**src/rtl/acq_run_pkg.sv**
```systemverilog
package acq_run_pkg;

    localparam int CMD_W   = 3;
    localparam int STATE_W = 2;

    typedef enum logic [STATE_W-1:0] {
        ST_IDLE   = 2'd0,
        ST_READY  = 2'd1,
        ST_ACTIVE = 2'd2,
        ST_PAUSED = 2'd3
    } run_state_e;

    typedef enum logic [CMD_W-1:0] {
        CMD_NONE     = 3'd0,
        CMD_SETUP    = 3'd1,
        CMD_ACTIVATE = 3'd2,
        CMD_PAUSE    = 3'd3,
        CMD_RESUME   = 3'd4,
        CMD_END      = 3'd5,
        CMD_ABORT    = 3'd6,
        CMD_ERROR    = 3'd7
    } cmd_e;

    typedef struct packed {
        run_state_e state;
        logic       busy;
        logic       pend;
        logic       start;
        logic       irq;
        logic       subsys;
        logic       err;
        logic       illegal;
    } ctrl_t;

    localparam ctrl_t CTRL_RESET = '{
        state:   ST_IDLE,
        busy:    1'b0,
        pend:    1'b0,
        start:   1'b0,
        irq:     1'b0,
        subsys:  1'b0,
        err:     1'b0,
        illegal: 1'b0
    };

endpackage

```
**src/rtl/acq_cmd_check.sv**
```systemverilog
module acq_cmd_check
    import acq_run_pkg::*;
(
    input  run_state_e state_q,
    input  logic       busy_q,
    input  logic       pend_q,
    input  logic       cmd_valid,
    input  cmd_e       cmd,
    output logic       accept,
    output logic       illegal
);

    logic legal;

    always_comb begin
        legal = 1'b0;
        if (cmd == CMD_ERROR) begin
            legal = 1'b1;
        end else if (busy_q) begin
            legal = (cmd == CMD_ABORT);
        end else begin
            unique case (state_q)
                ST_IDLE:   legal = (cmd == CMD_SETUP);
                ST_READY:  legal = (cmd == CMD_ABORT) ||
                                   (cmd == CMD_ACTIVATE && !pend_q);
                ST_ACTIVE: legal = (cmd == CMD_END) || (cmd == CMD_ABORT) ||
                                   (cmd == CMD_PAUSE && !pend_q);
                ST_PAUSED: legal = (cmd == CMD_END) || (cmd == CMD_ABORT) ||
                                   (cmd == CMD_RESUME && !pend_q);
                default:   legal = 1'b0;
            endcase
        end
        accept  = cmd_valid && legal;
        illegal = cmd_valid && !legal;
    end

endmodule

```
**src/rtl/acq_evt_qual.sv**
```systemverilog
module acq_evt_qual
    import acq_run_pkg::*;
(
    input  run_state_e state_q,
    input  logic       pend_q,
    input  logic       daq_rdy_evt,
    input  logic       end_evt,
    input  logic       status_err,
    output logic       fire_pend,
    output logic       fault_end
);

    always_comb begin
        fire_pend = daq_rdy_evt && pend_q;
        fault_end = end_evt && status_err && (state_q == ST_ACTIVE);
    end

endmodule

```
**src/rtl/acq_run_ctrl.sv**
```systemverilog
module acq_run_ctrl
    import acq_run_pkg::*;
(
    input  logic               clk,
    input  logic               rst_n,
    input  logic               cmd_valid,
    input  logic [CMD_W-1:0]   cmd_code,
    input  logic               cfg_done,
    input  logic               daq_rdy_evt,
    input  logic               end_evt,
    input  logic               status_err,
    output logic [STATE_W-1:0] run_state,
    output logic               cfg_busy,
    output logic               req_pending,
    output logic               start_en,
    output logic               irq_en,
    output logic               subsys_en,
    output logic               err_flag,
    output logic               illegal_flag
);

    ctrl_t ctl_d, ctl_q;
    cmd_e  cmd;
    logic  accept, illegal;
    logic  fire_pend, fault_end;

    assign cmd = cmd_e'(cmd_code);

    acq_cmd_check u_check (
        .state_q   (ctl_q.state),
        .busy_q    (ctl_q.busy),
        .pend_q    (ctl_q.pend),
        .cmd_valid (cmd_valid),
        .cmd       (cmd),
        .accept    (accept),
        .illegal   (illegal)
    );

    acq_evt_qual u_qual (
        .state_q     (ctl_q.state),
        .pend_q      (ctl_q.pend),
        .daq_rdy_evt (daq_rdy_evt),
        .end_evt     (end_evt),
        .status_err  (status_err),
        .fire_pend   (fire_pend),
        .fault_end   (fault_end)
    );

    always_comb begin
        ctl_d = ctl_q;

        // pending request completes on the DAQ-ready event
        if (fire_pend) begin
            ctl_d.pend = 1'b0;
            unique case (ctl_q.state)
                ST_READY: begin
                    ctl_d.state  = ST_ACTIVE;
                    ctl_d.start  = 1'b1;
                    ctl_d.subsys = 1'b1;
                end
                ST_ACTIVE: begin
                    ctl_d.state = ST_PAUSED;
                    ctl_d.start = 1'b0;
                end
                ST_PAUSED: begin
                    ctl_d.state = ST_ACTIVE;
                    ctl_d.start = 1'b1;
                end
                default: ;
            endcase
        end

        // configuration handshake
        if (ctl_q.busy && cfg_done) begin
            ctl_d.busy  = 1'b0;
            ctl_d.state = ST_READY;
        end

        // accepted commands (immediate ones override the event path)
        if (accept) begin
            unique case (cmd)
                CMD_SETUP: begin
                    ctl_d.busy = 1'b1;
                    ctl_d.err  = 1'b0;
                end
                CMD_ACTIVATE: begin
                    ctl_d.pend = 1'b1;
                    ctl_d.irq  = 1'b1;
                end
                CMD_PAUSE, CMD_RESUME: ctl_d.pend = 1'b1;
                CMD_END, CMD_ABORT, CMD_ERROR: begin
                    ctl_d.state  = ST_IDLE;
                    ctl_d.busy   = 1'b0;
                    ctl_d.pend   = 1'b0;
                    ctl_d.start  = 1'b0;
                    ctl_d.irq    = 1'b0;
                    ctl_d.subsys = 1'b0;
                    if (cmd == CMD_ERROR) ctl_d.err = 1'b1;
                end
                default: ;
            endcase
        end

        // faulty end-of-cycle status ends the run
        if (fault_end) begin
            ctl_d.state  = ST_IDLE;
            ctl_d.pend   = 1'b0;
            ctl_d.start  = 1'b0;
            ctl_d.irq    = 1'b0;
            ctl_d.subsys = 1'b0;
            ctl_d.err    = 1'b1;
        end

        if (illegal) ctl_d.illegal = 1'b1;
    end

    always_ff @(posedge clk) begin
        if (!rst_n) ctl_q <= CTRL_RESET;
        else        ctl_q <= ctl_d;
    end

    assign run_state    = ctl_q.state;
    assign cfg_busy     = ctl_q.busy;
    assign req_pending  = ctl_q.pend;
    assign start_en     = ctl_q.start;
    assign irq_en       = ctl_q.irq;
    assign subsys_en    = ctl_q.subsys;
    assign err_flag     = ctl_q.err;
    assign illegal_flag = ctl_q.illegal;

    p_idle_quiet_r1: assert property (@(posedge clk) disable iff (!rst_n)
        (run_state == ST_IDLE) |-> (!start_en && !irq_en && !subsys_en));

    p_activate_on_evt_r3: assert property (@(posedge clk) disable iff (!rst_n)
        (run_state == ST_ACTIVE && $past(run_state) == ST_READY) |-> $past(daq_rdy_evt));

    p_pause_on_evt_r4: assert property (@(posedge clk) disable iff (!rst_n)
        (run_state == ST_PAUSED && $past(run_state) == ST_ACTIVE) |-> $past(daq_rdy_evt));

    p_resume_on_evt_r5: assert property (@(posedge clk) disable iff (!rst_n)
        (run_state == ST_ACTIVE && $past(run_state) == ST_PAUSED) |-> $past(daq_rdy_evt));

    p_stop_now_r7: assert property (@(posedge clk) disable iff (!rst_n)
        (cmd_valid && (cmd_code == CMD_END || cmd_code == CMD_ABORT) &&
         (run_state == ST_ACTIVE || run_state == ST_PAUSED))
        |=> (run_state == ST_IDLE && !start_en && !req_pending));

    p_paused_end_ignored_r8: assert property (@(posedge clk) disable iff (!rst_n)
        (run_state == ST_PAUSED && !cmd_valid) |=> (run_state != ST_IDLE));

    p_illegal_sticky_r10: assert property (@(posedge clk) disable iff (!rst_n)
        illegal_flag |=> illegal_flag);

    p_err_hold_r11: assert property (@(posedge clk) disable iff (!rst_n)
        $fell(err_flag) |-> $past(cmd_valid && cmd_code == CMD_SETUP));

endmodule

```
**config.mk**
```make
export PLATFORM = sky130hd
export DESIGN_NAME = acq_run_ctrl
export DESIGN_NICKNAME = d
export VERILOG_FILES = /design/src/rtl/acq_run_pkg.sv /design/src/rtl/acq_cmd_check.sv /design/src/rtl/acq_evt_qual.sv /design/src/rtl/acq_run_ctrl.sv
export SDC_FILE = /design/constraint.sdc
export NUM_CORES = 1
export LEC_CHECK = 0
export BUFFER_PORTS_ARGS = -buffer_cell sky130_fd_sc_hd__buf_2
export CORE_AREA = 8 8 45 47
export CTS_CLUSTER_SIZE = 20
export DETAILED_ROUTE_END_ITERATION = 7
export DIE_AREA = 0 0 53 55
export GPL_TIMING_DRIVEN = 1
export HOLD_SLACK_MARGIN = 0.1
export PLACE_DENSITY_LB_ADDON = 0.15
export SLEW_MARGIN = 5
export SYNTH_ARGS = -nofsm -noshare
export SYNTH_HDL_FRONTEND = slang
export SYNTH_SLANG_ARGS = --single-unit
```
**constraint.sdc**
```tcl
create_clock -name clk -period 2.05 [get_ports clk]
set_input_delay 0.41 -clock clk [delete_from_list [all_inputs] [get_ports clk]]
set_output_delay 0.41 -clock clk [all_outputs]
set_load 0.02 [all_outputs]
```
# Yosys cells after proc, flatten, opt, wreduce, memory -nomap -nowiden
# Cells that the tools add are included.
# word_totals
inputBits	10
output_inout_bits	9
register_bits	9
word_cells	65
# op_classes
n_bitwise	1
eq_ne	11
n_reduce_logical	25
muxes	20
# ops
cell	count
$eq A3 B3 Y1 const B	4
$pmux W1 S2	5
$logic_and A1 B1 Y1	9
$mux W1	8
$mux W8	1
$eq A3 B2 Y1 const B	2
$mux W2	3
$reduce_or A3 Y1	2
$eq A2 B2 Y1 const B	2
$logic_or A1 B1 Y1	4
$pmux W1 S4	1
$pmux W2 S2	1
$reduce_bool A2 Y1	2
$reduce_or A2 Y1	2
$eq A3 B1 Y1 const B	1
$mux W3	1
$ne A3 B3 Y1 const B	1
$reduce_and A3 Y1	1
$reduce_bool A3 Y1	1
$eq A2 B1 Y1 const B	1
$logic_not A1 Y1	2
$logic_not A2 Y1	1
$reduce_and A2 Y1	1
$not A1 Y1	1

# Logic depth before layout (Yosys ltp)
# logic_depth
ltp_word	9
mapped_depth	5
mapped_depth_nobuf	4

# Hierarchy
# From an unflattened synthesis, not the netlist that was laid out.
# unflattened
hier_cells	59
hier_area_um2	494.2
# by_module_without_submodules
module	n_inst	cells_each	area_per_inst_um2	seq_area_each_um2
acq_run_ctrl	1	40	370.4	180.2
acq_cmd_check	1	17	107.6	0.0
acq_evt_qual	1	2	16.3	0.0

# Worst setup path before layout
# No wires, ideal clock.
# synth_timing
kind	input port to flip-flop
startpoint	in cmd_code[1]
endpoint	reg ctl_q, in the netlist cfg_busy
t_required_ns	1.980
setup_slack_ns	0.490
stages	5
n_path_buf	1
setup_time_ns	0.070
arrival_ns	1.490
path_cell_list	buf_4 o21bai_2 a221oi_4 or4_1 a21oi_1
# synth_between
elab_chain_len	8
word_cells_on_any_way	21
cone_classes	eq/ne: 7; mux: 5; reduce/logical: 9
# synth_lines
element	line	text
from (decl)	acq_run_ctrl.sv:7	input logic [CMD_W-1:0] cmd_code,
$eq A3 B3 Y1, or another cell as far along	acq_cmd_check.sv:26, acq_cmd_check.sv:28, acq_run_ctrl.sv:81	
$logic_or A1 B1 Y1, or another cell as far along	acq_cmd_check.sv:26, acq_cmd_check.sv:28	
$logic_or A1 B1 Y1, on equally long branches	acq_cmd_check.sv:28, acq_cmd_check.sv:24, acq_cmd_check.sv:26	
$pmux W1 S4	acq_cmd_check.sv:22	unique case (state_q)
$mux W1	acq_cmd_check.sv:19	end else if (busy_q) begin
$mux W1	acq_cmd_check.sv:17	if (cmd == CMD_ERROR) begin
$logic_and A1 B1 Y1	acq_cmd_check.sv:33	accept = cmd_valid && legal;
$mux W8 *	acq_run_ctrl.sv:80	if (accept) begin
to (signal assigned)	acq_run_ctrl.sv:119	else ctl_q <= ctl_d;
to (decl)	acq_run_ctrl.sv:22	ctrl_t ctl_d, ctl_q;
# Mark *: on every way between the ends. The rest lies on a longest branch, timed or not. The select of a mux whose other input is x is not followed.
# A chain may end at the register's enable or synchronous reset.

# Worst setup path in the final report
# layout_timing
startpoint	reg ctl_q, in the netlist run_state[0]
endpoint	reg ctl_q, in the netlist start_en
# layout_between
elab_chain_len	6
word_cells_on_any_way	15
cone_classes	eq/ne: 3; mux: 7; reduce/logical: 5
# layout_lines
element	line
$eq A2 B1 Y1, or another cell as far along	acq_cmd_check.sv:22, acq_run_ctrl.sv:55
$reduce_or A2 Y1 (no line) / $pmux W1 S4 (equally long branches)	-
$pmux W1 S2 / $mux W1 (equally long branches)	acq_run_ctrl.sv:55, acq_cmd_check.sv:19
$mux W2 / $mux W1 (equally long branches)	acq_run_ctrl.sv:53, acq_cmd_check.sv:17
$mux W1 / $logic_and A1 B1 Y1 (equally long branches)	acq_run_ctrl.sv:81, acq_cmd_check.sv:33
$mux W8	acq_run_ctrl.sv:80
# Parallel ways exist; a longest one is shown, timed or not. The select of a mux whose other input is x is not followed.

==> reports/results.ini <==
[synthesis]
ys_top_cells_by_count=dfxtp_1, nand2_1, nor2_1
ys_ff_latch=9
ys.flop_type=dfxtp_1
ys_types=30
yosysMostFrequentCell=dfxtp_1
synthTopCellsByArea=dfxtp_1, o21a_1, a221oi_4, nand2_1, nand2b_1
synth_top_cell_area_share_pct=32.6
synth_area_leader_cell=dfxtp_1
synth-edff-count=0
avgSynthCellArea_um2=8.64
synth_area_um2=553
async_flop_share_pct=0
ys_warn_count=0
synth_nets=74
syn_inst=64
ys_seq_area_share_pct=32.6

[timing]
fin_tns_setup_ns=0
hold_viol=0
tightest_slew_ns=0.336
finalCritPeriodShare_pct=74.9
relSlewSlack_pct=77.6
fin_skew_ns=0.00244
rsz0062_at_grt=no
max_freq_mhz=651
setup_ws_ns=0.515
slew_viol_final=0
finalSetupViolations=0
period_needed_ns=1.54
fin_hold_ws_ns=0.416

[power_and_ir_drop]
total_leakage_power_nw=0.303
vdd_ir_drop_max_mv=0.390
power_uw=388
power_density_nw_per_um2=575

[layout]
instances_no_fill=100
area_growth_pct=21.9
antenna_cells=0
final_layout_size_suffix_gt1_share_pct=31.0
nNetsFinal=95
fin_area_um2=674
fillers=154
utilization_pct=48.7

[global_routing]
overflow=0
grt_pass1_vias=500
grt_pass1_wl_um=2190
antenna_found_initial=0
track_usage_pct=10.4
grt_max_degree=12

[floorplanning]
row_count=14
ios=19
initial_core_util_pct=40.0
die_w_um=53
die_area_um2=2920
die_h_um=55
core_um2=1380

[clock_tree]
max-clock-path-buffers=2
clockRootBuffer=clkbuf_4
tritoncts=built
post_cts_buffers=0
holdBufCountCts=0
cts_resized=0
clk-insertion-delay-late_ns=0.26
htree_levels=1
clk_pin_slew_ns=0.06
numCtsBuffers=3
cts.sinks=9

[drt]
drt_wl_total_um=1350
first_iter_violations=10
ant_nets=0
wire_per_inst_um=13.5
viasPerCell=5.43
drc=0
vias=543
dr.pass1.iters=4

[placement]
placed_area_um2=648
place_ws_ns=0.294
placed_cells=96
gp_congestion=0.755
hpwl_um=1040
port_buffers=18

[job]
cap_violations=0

[critical_path]
start_kind=flop
crit_path_start=run_state[0]
criticalPathCategory=reg -> reg
endpoint_kind=flop
path_max_fanout=8
r2r-start=run_state[0]
crit_arrival_ns=1.73
crit_required_ns=2.25

[hold_path]
hp-class=in -> reg
hp-start=rst_n

[status]
status=finished, final reports clean

[sequential cells by signal (all words and copies together), names as in the netlist]
signal and flops:
run_state 2, cfg_busy 1, err_flag 1, illegal_flag 1
irq_en 1, req_pending 1, start_en 1, subsys_en 1
[kinds of logic (layout without fill, tap and decap cells)]
| family | Yosys count | in the layout | synth area share (%) |
|---|---|---|---|
| simple gates | 32 | 32 | 33.5 |
| compound gates | 18 | 18 | 26.2 |
| flops | 9 | 9 | 32.6 |
| buf+inv | 3 | 23 | 3.39 |
| xor+xnor | 1 | 1 | 1.58 |
| mux | 1 | 1 | 2.71 |
[report_power, final]
group	total [mW]	internal, mW	switching, mW
combinational	0.0664	0.0296	0.0368
clock	0.138	0.0751	0.0629
sequential	0.183	0.179	0.00403
[cell usage in the layout, fill, tap and decap left out, drive strengths merged]
master,netlist,routed
buf,2,18
dfxtp,9,9
nand2,6,6
nor2,5,5
o21a,4,4
clkbuf,0,4
nand2b,3,3
a21oi,3,3
o21ai,3,3
nand4,3,3
nor4,3,3
nor3,2,2
nand3,2,2
o31ai,2,2
a21boi,2,2
and4bb,2,2
inv,1,1
o21bai,1,1
mux2,1,1
a221oi,1,1
a21o,1,1
nand3b,1,1
or4,1,1
or3,1,1
nand4b,1,1
o21ba,1,1
xnor2,1,1
and3,1,1
nor2b,1,1
[worst max-delay path: stages (launching register included)]
cell      delay, ns
dfxtp_1        0.38
mux2_4         0.31
a221oi_4       0.34
o21ba_2        0.28
a21boi_1       0.17
[routing by layer]
metal  track usage (%)  part of all wire [%]  vias to the layer above
met4              10.3                   3.4                        0
met3              2.94                   6.5                        5
met2              15.6                    42                       15
met1              11.4                    48                      241
met5                 0                     0                        -
li1                  -                     -                      282
[final cells by class]
cell class / instances / area, µm² / share of cell area [%]
multi-input combinational: 52 / 354 / 52.5
sequential: 9 / 180 / 26.7
timing repair buffer: 18 / 90.1 / 13.4
clock buffer: 4 / 26.3 / 3.90
tap: 16 / 20.0 / 2.97
inverter: 1 / 3.75 / 0.557
[path summary, 6_finish.rpt]
path | endpoint | slack (ns) | cells past startpoint
min | err_flag | 0.42 | 3
max | start_en | 0.51 | 4
min reg2reg | start_en | 0.46 | 2
max reg2reg | start_en | 0.51 | 4
Power figures use the tool's default switching activity.
